<file path="src/rtl/sro_pkg.sv">
package sro_pkg;

   localparam int WORD_W  = 24;
   localparam int FIELD_W = 20;

   typedef struct packed {
      logic               lead_zero;
      logic               ovr_flag;
      logic               osc_flag;
      logic               pad_zero;
      logic [FIELD_W-1:0] field;
   } sro_word_t;

   typedef enum logic [1:0] {
      ST_IDLE  = 2'd0,
      ST_PEND  = 2'd1,
      ST_SHIFT = 2'd2
   } sro_state_e;

endpackage

</file>
<file path="src/rtl/sro_edge_det.sv">
module sro_edge_det (
   input  logic clk_i,
   input  logic rst_ni,
   input  logic sig_i,
   output logic rise_o,
   output logic fall_o
);

   logic sig_q;

   always_ff @(posedge clk_i) begin
      if (!rst_ni) sig_q <= 1'b0;
      else         sig_q <= sig_i;
   end

   assign rise_o =  sig_i & ~sig_q;
   assign fall_o = ~sig_i &  sig_q;

endmodule

</file>
<file path="src/rtl/sro_word_fmt.sv">
module sro_word_fmt
   import sro_pkg::*;
#(
   parameter int SAMPLE_W = 20
) (
   input  logic [SAMPLE_W-1:0] sample_i,
   input  logic                ovr_pos_i,
   input  logic                ovr_neg_i,
   input  logic                osc_flag_i,
   output sro_word_t           word_o
);

   localparam int PAD_W = FIELD_W - SAMPLE_W;
   localparam logic [SAMPLE_W-1:0] POS_FULL = {1'b0, {(SAMPLE_W-1){1'b1}}};
   localparam logic [SAMPLE_W-1:0] NEG_FULL = {1'b1, {(SAMPLE_W-1){1'b0}}};

   logic [SAMPLE_W-1:0] clipped;

   always_comb begin
      if (ovr_pos_i)      clipped = POS_FULL;
      else if (ovr_neg_i) clipped = NEG_FULL;
      else                clipped = sample_i;
   end

   generate
      if (PAD_W > 0) begin : g_padded
         assign word_o.field = {{PAD_W{1'b0}}, clipped};
      end else begin : g_full
         assign word_o.field = clipped;
      end
   endgenerate

   assign word_o.lead_zero = 1'b0;
   assign word_o.pad_zero  = 1'b0;
   assign word_o.ovr_flag  = ovr_pos_i | ovr_neg_i;
   assign word_o.osc_flag  = osc_flag_i;

endmodule

</file>
<file path="src/rtl/sro_osc_track.sv">
module sro_osc_track #(
   parameter int CLEAR_WORDS = 4
) (
   input  logic clk_i,
   input  logic rst_ni,
   input  logic conv_i,
   input  logic unstable_i,
   output logic flag_o
);

   localparam int CNT_W = $clog2(CLEAR_WORDS + 1);

   logic             hold_q;
   logic [CNT_W-1:0] cnt_q;
   logic [CNT_W-1:0] cnt_nxt;

   assign cnt_nxt = cnt_q + CNT_W'(1);

   // flag carried by the word produced in this cycle
   always_comb begin
      if (unstable_i)  flag_o = 1'b1;
      else if (hold_q) flag_o = (cnt_nxt < CNT_W'(CLEAR_WORDS));
      else             flag_o = 1'b0;
   end

   always_ff @(posedge clk_i) begin
      if (!rst_ni) begin
         hold_q <= 1'b0;
         cnt_q  <= '0;
      end else if (conv_i) begin
         if (unstable_i) begin
            hold_q <= 1'b1;
            cnt_q  <= '0;
         end else if (hold_q) begin
            if (cnt_nxt >= CNT_W'(CLEAR_WORDS)) begin
               hold_q <= 1'b0;
               cnt_q  <= '0;
            end else begin
               cnt_q  <= cnt_nxt;
            end
         end
      end
   end

   assert_osc_set_R7: assert property (@(posedge clk_i) disable iff (!rst_ni)
      (conv_i && unstable_i) |=> hold_q);

   assert_osc_clear_R7: assert property (@(posedge clk_i) disable iff (!rst_ni)
      (conv_i && !unstable_i && hold_q && cnt_q == CNT_W'(CLEAR_WORDS - 1)) |=> !hold_q);

endmodule

</file>
<file path="src/rtl/sro_withdraw.sv">
module sro_withdraw #(
   parameter bit FREE_RUN      = 1'b0,
   parameter int WORD_PERIOD   = 1224,
   parameter int WITHDRAW_LEAD = 17
) (
   input  logic clk_i,
   input  logic rst_ni,
   input  logic conv_i,
   input  logic fresh_i,
   output logic withdraw_o
);

   generate
      if (FREE_RUN) begin : g_timer
         localparam int CNT_W = $clog2(WORD_PERIOD + 1);
         localparam int HIT   = WORD_PERIOD - WITHDRAW_LEAD;
         logic [CNT_W-1:0] cnt_q;

         always_ff @(posedge clk_i) begin
            if (!rst_ni)                              cnt_q <= '0;
            else if (conv_i)                          cnt_q <= '0;
            else if (cnt_q != CNT_W'(WORD_PERIOD))    cnt_q <= cnt_q + CNT_W'(1);
         end

         assign withdraw_o = fresh_i && (cnt_q == CNT_W'(HIT));
      end else begin : g_none
         logic unused_inputs;
         assign unused_inputs = ^{clk_i, rst_ni, conv_i, fresh_i};
         assign withdraw_o    = 1'b0;
      end
   endgenerate

endmodule

</file>
<file path="src/rtl/sro_shifter.sv">
module sro_shifter
   import sro_pkg::*;
(
   input  logic      clk_i,
   input  logic      rst_ni,
   input  logic      cs_ni,
   input  logic      sclk_rise_i,
   input  logic      sclk_fall_i,
   input  logic      cap_i,
   input  sro_word_t word_i,
   input  logic      withdraw_i,
   output logic      sdo_o,
   output logic      fresh_o
);

   localparam int IDX_W = $clog2(WORD_W);

   sro_state_e         st_q;
   sro_word_t          held_q;
   logic [WORD_W-1:0]  shreg_q;
   logic [IDX_W-1:0]   idx_q;
   logic               skip_q;

   always_ff @(posedge clk_i) begin
      if (!rst_ni) begin
         st_q    <= ST_IDLE;
         held_q  <= '0;
         shreg_q <= '0;
         idx_q   <= '0;
         skip_q  <= 1'b0;
      end else begin
         unique case (st_q)
            ST_IDLE, ST_PEND: begin
               if (cap_i) begin
                  held_q <= word_i;
                  st_q   <= ST_PEND;
               end else if (st_q == ST_PEND && withdraw_i) begin
                  st_q   <= ST_IDLE;
               end else if (st_q == ST_PEND && !cs_ni && sclk_rise_i) begin
                  st_q    <= ST_SHIFT;
                  shreg_q <= held_q;
                  idx_q   <= IDX_W'(WORD_W - 1);
                  skip_q  <= 1'b1;
               end
            end
            ST_SHIFT: begin
               if (cs_ni) begin
                  st_q <= ST_IDLE;
               end else if (withdraw_i) begin
                  st_q <= ST_IDLE;
               end else if (sclk_fall_i) begin
                  if (skip_q) begin
                     skip_q <= 1'b0;
                  end else if (idx_q == '0) begin
                     st_q <= ST_IDLE;
                  end else begin
                     idx_q   <= idx_q - IDX_W'(1);
                     shreg_q <= shreg_q << 1;
                  end
               end
            end
            default: st_q <= ST_IDLE;
         endcase
      end
   end

   assign sdo_o   = (st_q == ST_SHIFT) ? shreg_q[WORD_W-1] : 1'b1;
   assign fresh_o = (st_q == ST_PEND) ||
                    (st_q == ST_SHIFT && idx_q == IDX_W'(WORD_W - 1));

   assert_drop_on_rise_R2: assert property (@(posedge clk_i) disable iff (!rst_ni)
      $rose(st_q == ST_SHIFT) |-> ($past(sclk_rise_i) && $past(!cs_ni)));

   assert_line_high_after_word_R8: assert property (@(posedge clk_i) disable iff (!rst_ni)
      (st_q == ST_SHIFT && sclk_fall_i && !skip_q && idx_q == '0 && !cs_ni)
      |=> (sdo_o && st_q != ST_SHIFT));

   assert_hold_during_read_R9: assert property (@(posedge clk_i) disable iff (!rst_ni)
      (st_q == ST_SHIFT) |=> $stable(held_q));

   assert_abort_on_deselect_R10: assert property (@(posedge clk_i) disable iff (!rst_ni)
      cs_ni |=> (st_q != ST_SHIFT));

endmodule

</file>
<file path="src/rtl/adc_result_sport.sv">
module adc_result_sport
   import sro_pkg::*;
#(
   parameter int SAMPLE_W        = 20,
   parameter int OSC_CLEAR_WORDS = 4,
   parameter bit FREE_RUN        = 1'b0,
   parameter int WORD_PERIOD     = 1224,
   parameter int WITHDRAW_LEAD   = 17
) (
   input  logic                clk_i,
   input  logic                rst_ni,
   input  logic                sclk_i,
   input  logic                cs_ni,
   input  logic                conv_done_i,
   input  logic [SAMPLE_W-1:0] sample_i,
   input  logic                ovr_pos_i,
   input  logic                ovr_neg_i,
   input  logic                mod_unstable_i,
   output logic                sdo_o,
   output logic                sdo_oe_o
);

   generate
      if (SAMPLE_W != 16 && SAMPLE_W != 20) begin : g_bad_width
         $fatal(1, "SAMPLE_W must be 16 or 20");
      end
      if (OSC_CLEAR_WORDS < 1) begin : g_bad_clear
         $fatal(1, "OSC_CLEAR_WORDS must be at least 1");
      end
      if (WITHDRAW_LEAD < 1 || WITHDRAW_LEAD >= WORD_PERIOD) begin : g_bad_lead
         $fatal(1, "WITHDRAW_LEAD must lie inside the word period");
      end
   endgenerate

   logic      sclk_rise, sclk_fall;
   logic      osc_flag;
   logic      withdraw;
   logic      fresh;
   sro_word_t word;

   sro_edge_det u_edge (
      .clk_i  (clk_i),
      .rst_ni (rst_ni),
      .sig_i  (sclk_i),
      .rise_o (sclk_rise),
      .fall_o (sclk_fall)
   );

   sro_osc_track #(.CLEAR_WORDS(OSC_CLEAR_WORDS)) u_osc (
      .clk_i      (clk_i),
      .rst_ni     (rst_ni),
      .conv_i     (conv_done_i),
      .unstable_i (mod_unstable_i),
      .flag_o     (osc_flag)
   );

   sro_word_fmt #(.SAMPLE_W(SAMPLE_W)) u_fmt (
      .sample_i   (sample_i),
      .ovr_pos_i  (ovr_pos_i),
      .ovr_neg_i  (ovr_neg_i),
      .osc_flag_i (osc_flag),
      .word_o     (word)
   );

   sro_withdraw #(
      .FREE_RUN      (FREE_RUN),
      .WORD_PERIOD   (WORD_PERIOD),
      .WITHDRAW_LEAD (WITHDRAW_LEAD)
   ) u_wd (
      .clk_i      (clk_i),
      .rst_ni     (rst_ni),
      .conv_i     (conv_done_i),
      .fresh_i    (fresh),
      .withdraw_o (withdraw)
   );

   sro_shifter u_shift (
      .clk_i       (clk_i),
      .rst_ni      (rst_ni),
      .cs_ni       (cs_ni),
      .sclk_rise_i (sclk_rise),
      .sclk_fall_i (sclk_fall),
      .cap_i       (conv_done_i),
      .word_i      (word),
      .withdraw_i  (withdraw),
      .sdo_o       (sdo_o),
      .fresh_o     (fresh)
   );

   assign sdo_oe_o = ~cs_ni;

endmodule

</file>
<file path="config.mk">
export PLATFORM = sky130hd
export DESIGN_NAME = adc_result_sport
export DESIGN_NICKNAME = d
export VERILOG_FILES = /design/src/rtl/sro_pkg.sv /design/src/rtl/sro_edge_det.sv /design/src/rtl/sro_word_fmt.sv /design/src/rtl/sro_osc_track.sv /design/src/rtl/sro_withdraw.sv /design/src/rtl/sro_shifter.sv /design/src/rtl/adc_result_sport.sv
export SDC_FILE = /design/constraint.sdc
export NUM_CORES = 1
export LEC_CHECK = 0
export BUFFER_PORTS_ARGS = -buffer_cell sky130_fd_sc_hd__buf_2
export CAP_MARGIN = 30
export CORE_ASPECT_RATIO = 2
export CORE_UTILIZATION = 53
export DETAILED_ROUTE_END_ITERATION = 7
export PLACE_DENSITY = 0.76
export SYNTH_ARGS = -nofsm -noshare
export SYNTH_HDL_FRONTEND = slang
export SYNTH_HIERARCHICAL = 1
export SYNTH_SLANG_ARGS = --single-unit
</file>
<file path="constraint.sdc">
create_clock -name clk_i -period 1.55 [get_ports clk_i]
set_input_delay 0.2325 -clock clk_i [delete_from_list [all_inputs] [get_ports clk_i]]
set_output_delay 0.2325 -clock clk_i [all_outputs]
set_load 0.005 [all_outputs]
</file>
Yosys cells after proc, flatten, opt, wreduce, memory -nomap -nowiden:

Index checks and enable logic that the tools add are counted.

* bits in latches: 0
* register bits after elaboration: 59
* memories kept: 0
* output and inout port bits: 2
* memory bits (read-only): 0
* bits in writable memories: 0

* reductions and logical operators: 13
* div/mod/pow operators: 0
* $mul: 0
* $lt $le $gt $ge: 2
* shifts and indexed selects: 0
* bitwise logic cells: 6
* mux-type cells: 37
* add/sub/neg operators: 2
* equality and inequality tests: 12

Operators by type and width (number)
* $mux W24: 6
* $pmux W24 S2: 1
* $mux W20: 2
* $mux W5: 6
* $mux W2: 6
* $mux W1: 10
* $ne A2 B2 Y1 const B: 5
* $pmux W5 S2: 1
* $mux W3: 3
* $reduce_and A7 Y1: 1
* $ne A3 B2 Y1 const B: 2
* $ne A3 B3 Y1 const B: 2
* $logic_not A5 Y1: 1
* $reduce_and A5 Y1: 1
* $sub A5 B1 Y5 const B: 1
* $pmux W2 S2: 1
* $reduce_and A2 Y1: 2
* $reduce_and A4 Y1: 1
* $reduce_bool A2 Y1: 2
* $add A3 B1 Y3 const B: 1
* $ge A3 B3 Y1 const B: 1
* $lt A3 B3 Y1 const B: 1
* $not A1 Y1: 3
* $and A1 B1 Y1: 2
* 9 further kinds: 10

Logic depth before layout (Yosys ltp):

* depth after elaboration: 6
* depth in mapped cells: 8
* depth with buffers taken out: 6

Modules after synthesis:

Netlist, hierarchy kept.

Modules (own cells, without submodules)
* sro_shifter: times used 1, cells each 299, area each 2529.9 sq um, sequential area each 1121.1 sq um
* sro_word_fmt: times used 1, cells each 30, area each 207.7 sq um, sequential area each 0.0 sq um
* sro_osc_track: times used 1, cells each 20, area each 188.9 sq um, sequential area each 80.1 sq um
* sro_edge_det: times used 1, cells each 4, area each 38.8 sq um, sequential area each 20.0 sq um
* sro_withdraw: times used 1, cells each 2, area each 11.3 sq um, sequential area each 0.0 sq um
* adc_result_sport: times used 1, cells each 1, area each 3.8 sq um, sequential area each 0.0 sq um

Worst setup path before layout:

OpenSTA, ideal clock, no wires.

* path type: register to register
* start: reg u_shift.idx_q[0]
* end: reg u_shift.shreg_q[10]
* slack: -117 ps
* path buffers: 2
* required time: 1461 ps
* period minus slack after synthesis: 1667 ps
* cell stages (with the launch flop): 9
* setup time: 89 ps
* arrival time: 1578 ps
* cells stage by stage: dfxtp_1 inv_1 ha_1 nor4b_2 o31ai_4 buf_6 buf_4 a21oi_1 a311oi_2

* cells in the longest elaborated chain, start to end: 3

RTL lines
* start, declared: RTL line sro_shifter.sv:21 `logic [IDX_W-1:0] idx_q;`
* start signal, assigned: RTL line sro_shifter.sv:42 `idx_q <= IDX_W'(WORD_W - 1);`
* start signal, assigned: RTL line sro_shifter.sv:57 `idx_q <= idx_q - IDX_W'(1);`
* $logic_not A5 Y1: RTL line sro_shifter.sv:54 `end else if (idx_q == '0) begin`
* $ne A2 B2 Y1 (no line)
* $reduce_and A7 Y1 (no line)
* end signal, assigned: RTL line sro_shifter.sv:41 `shreg_q <= held_q;`
* end signal, assigned: RTL line sro_shifter.sv:58 `shreg_q <= shreg_q << 1;`
* end, declared: RTL line sro_shifter.sv:20 `logic [WORD_W-1:0] shreg_q;`

No other way between the ends.
A chain may end at the register's enable or synchronous reset.

Worst setup path in the final report:

* start: reg u_shift.idx_q[1]
* end: reg u_shift.idx_q[1]

* cells in the longest elaborated chain, start to end: 6

RTL lines
* $sub A5 B1 Y5: RTL line sro_shifter.sv:57
* $mux W5: RTL line sro_shifter.sv:54
* $mux W5: RTL line sro_shifter.sv:52 `if (skip_q) begin`
* $mux W5: RTL line sro_shifter.sv:51 `end else if (sclk_fall_i) begin`
* $mux W5: RTL line sro_shifter.sv:47 `if (cs_ni) begin`
* $pmux W5 S2: RTL line sro_shifter.sv:32 `unique case (st_q)`

Parallel ways exist; a longest one is shown, timed or not. The select of a mux whose other input is x is not followed.

==> flow_summary.json <==
{
  "status": "finished with violations",
  "violations": "design-rule violations, negative setup slack",
  "cts_buffers": 9,
  "place_area_um2": 3240,
  "rsz0062_at_grt": "yes",
  "drive_gt1_share_pct": 30.2,
  "grt_max_degree": 53,
  "leakage_nw": 1.46,
  "setup_slack_ns": -0.134,
  "p_per_area_nw_per_um2": 1000,
  "place.gp.congestion": 0.759,
  "wire_per_inst_um": 15.7,
  "critPathLaunch": "u_shift/idx_q[1]",
  "max_freq_ghz": 0.594,
  "crit_required_ns": 1.79,
  "die_w_um": 54.8,
  "row_count": 38,
  "vias": 2626,
  "cts_sinks": 61,
  "cp-end-kind": "flop",
  "fill_cells": 462,
  "cts_tree": "yes",
  "io-pin-count": 30,
  "cpPeakStageDelay_ns": 0.33,
  "synth_area_um2": 2950,
  "worstSetupPathType": "reg2reg",
  "fp.dieH_um": 108,
  "slew_viol_final": 0,
  "dieArea_um2": 5890,
  "cp_top_family": "simple AND/OR/NAND/NOR gates",
  "wl_mm": 7.18,
  "area_growth_pct": 23.3,
  "track_usage_pct": 27.1,
  "grt_antenna_before_repair": 0,
  "hold_viol": 0,
  "min-delay-start": "sclk_i",
  "clock-root-buffer": "clkbuf_8",
  "ant_nets": 0,
  "clock_latency_ns": 0.34,
  "clk_path_buf_depth": 2,
  "startpoint_type": "flop",
  "fin_area_um2": 3640,
  "finalCriticalPeriod_ns": 1.68,
  "route.detailed.drc": 1,
  "grt_pass1_wl_mm": 11.5,
  "timing.rr.start": "u_shift/idx_q[1]",
  "syn_area_per_cell_um2": 8.39,
  "dpl.hpwl_mm": 4.30,
  "core-area_um2": 5370,
  "power_mw": 3.64,
  "first_pass_iters": 6,
  "cp_num_buf_inv": 2,
  "grt_overflow": 0,
  "ctsHoldBuffers": 0,
  "multiInputGateArea_um2": 1570,
  "postSynthCellCount": 352,
  "vias_per_cell": 5.73,
  "critPathArrivalTime_ns": 1.93,
  "cts_max_level": 3,
  "numPortBuffers": 29,
  "yosys_warnings": 6,
  "ir_worst_vdd_uv": 1140,
  "critPathMaxFanout": 4,
  "ff_latch_area_um2": 1230,
  "hold_class": "in2reg",
  "period_share_pct": 109,
  "grt_pass1_vias": 2510,
  "max_cap_violations": 0,
  "holdWs_ns": 0.123,
  "crit_chain": "inv_2, ha_4, nor4b_4, o31ai_4, and2_4, buf_6, a311oi_2",
  "initial_core_util_pct": 55.0,
  "crit_slowest_cell": "dfxtp_2",
  "drtIter0Drc": 74,
  "clk_pin_slew_ns": 0.07,
  "num_antenna_cells": 0,
  "setup_violations": 28,
  "nets": 423,
  "finClkSkew_ns": 0.00971
}
[registers in the layout, summed over array words and instances, names as in the netlist]
register,count
u_shift/held_q,24
u_shift/st_q,2
u_shift/shreg_q,24
u_shift/skip_q,1
u_edge/sig_q,1
u_osc/cnt_q,3
u_shift/idx_q,5
u_osc/hold_q,1
[metal layers]
metal	GRT usage, %	wire [um]
met1	28.7	2780
met2	45.9	3920
met3	6.64	255
met4	14.8	226
met5	0	0
[worst register-to-register path, delay by kind of cell, from the launching register on]
family	cells	cell delay (ns)
DFF	1	0.33
buffers and inverters	2	0.20
adders and majority gates	1	0.13
AOI/OAI and AO/OA	2	0.42
and+or+nand+nor	2	0.50
[per-stage QoR]
stage / std cells / setup TNS [ns] / setup WS [ns] / util (%)
after floorplan: 353 / -0.0125 / -0.0125 / -
after global placement: 434 / -0.866 / -0.0675 / 60.3
after detailed placement: 434 / -2.10 / -0.114 / 60.3
after CTS: 456 / -0.909 / -0.0546 / 66.5
after global routing: 458 / -3.72 / -0.155 / 67.8
final: 458 / -2.49 / -0.134 / 67.8
[final timing paths]
path / endpoint / slack (ns) / depth (start not counted)
worst max-delay path: u_shift/idx_q[1] / -0.13 / 7
worst min-delay path: u_edge/sig_q / 0.12 / 2
worst max register to register: u_shift/idx_q[1] / -0.13 / 7
worst min register to register: u_shift/held_q[13] / 0.46 / 2
[area by class of cell]
type                       instances  area share (%)
tap                               60            2.06
timing repair buffer              62            13.8
sequential                        61            33.7
inverter                          10            1.03
multi-input combinational        249            43.2
clock inverter                     4            1.92
clock buffer                      12            4.26
[power breakdown]
| group | internal [mW] | switching (mW) | total, mW |
|---|---|---|---|
| Clock | 0.988 | 0.617 | 1.61 |
| Sequential | 1.63 | 0.0361 | 1.66 |
| Combinational | 0.162 | 0.208 | 0.371 |
| Total | 2.78 | 0.862 | 3.64 |
[cells in the final DEF, fill, tap and decap left out, drive strengths merged, types with 4 or more instances in the layout]
cell,count
a311oi,25
nand2b,6
inv,9
a21oi,50
dfxtp,61
nor2b,4
a21o,20
o21ai,4
buf,60
a31oi,4
nand2,97
nor2,5
clkbuf,13
[repair_timing]
action,in CTS,in global routing
setup buffers,5,1
gates cloned,1,2
endpoints found under the setup margin,30,32
pin swaps,1,5
gates resized for setup,10,12
Power figures use the tool's default switching activity.
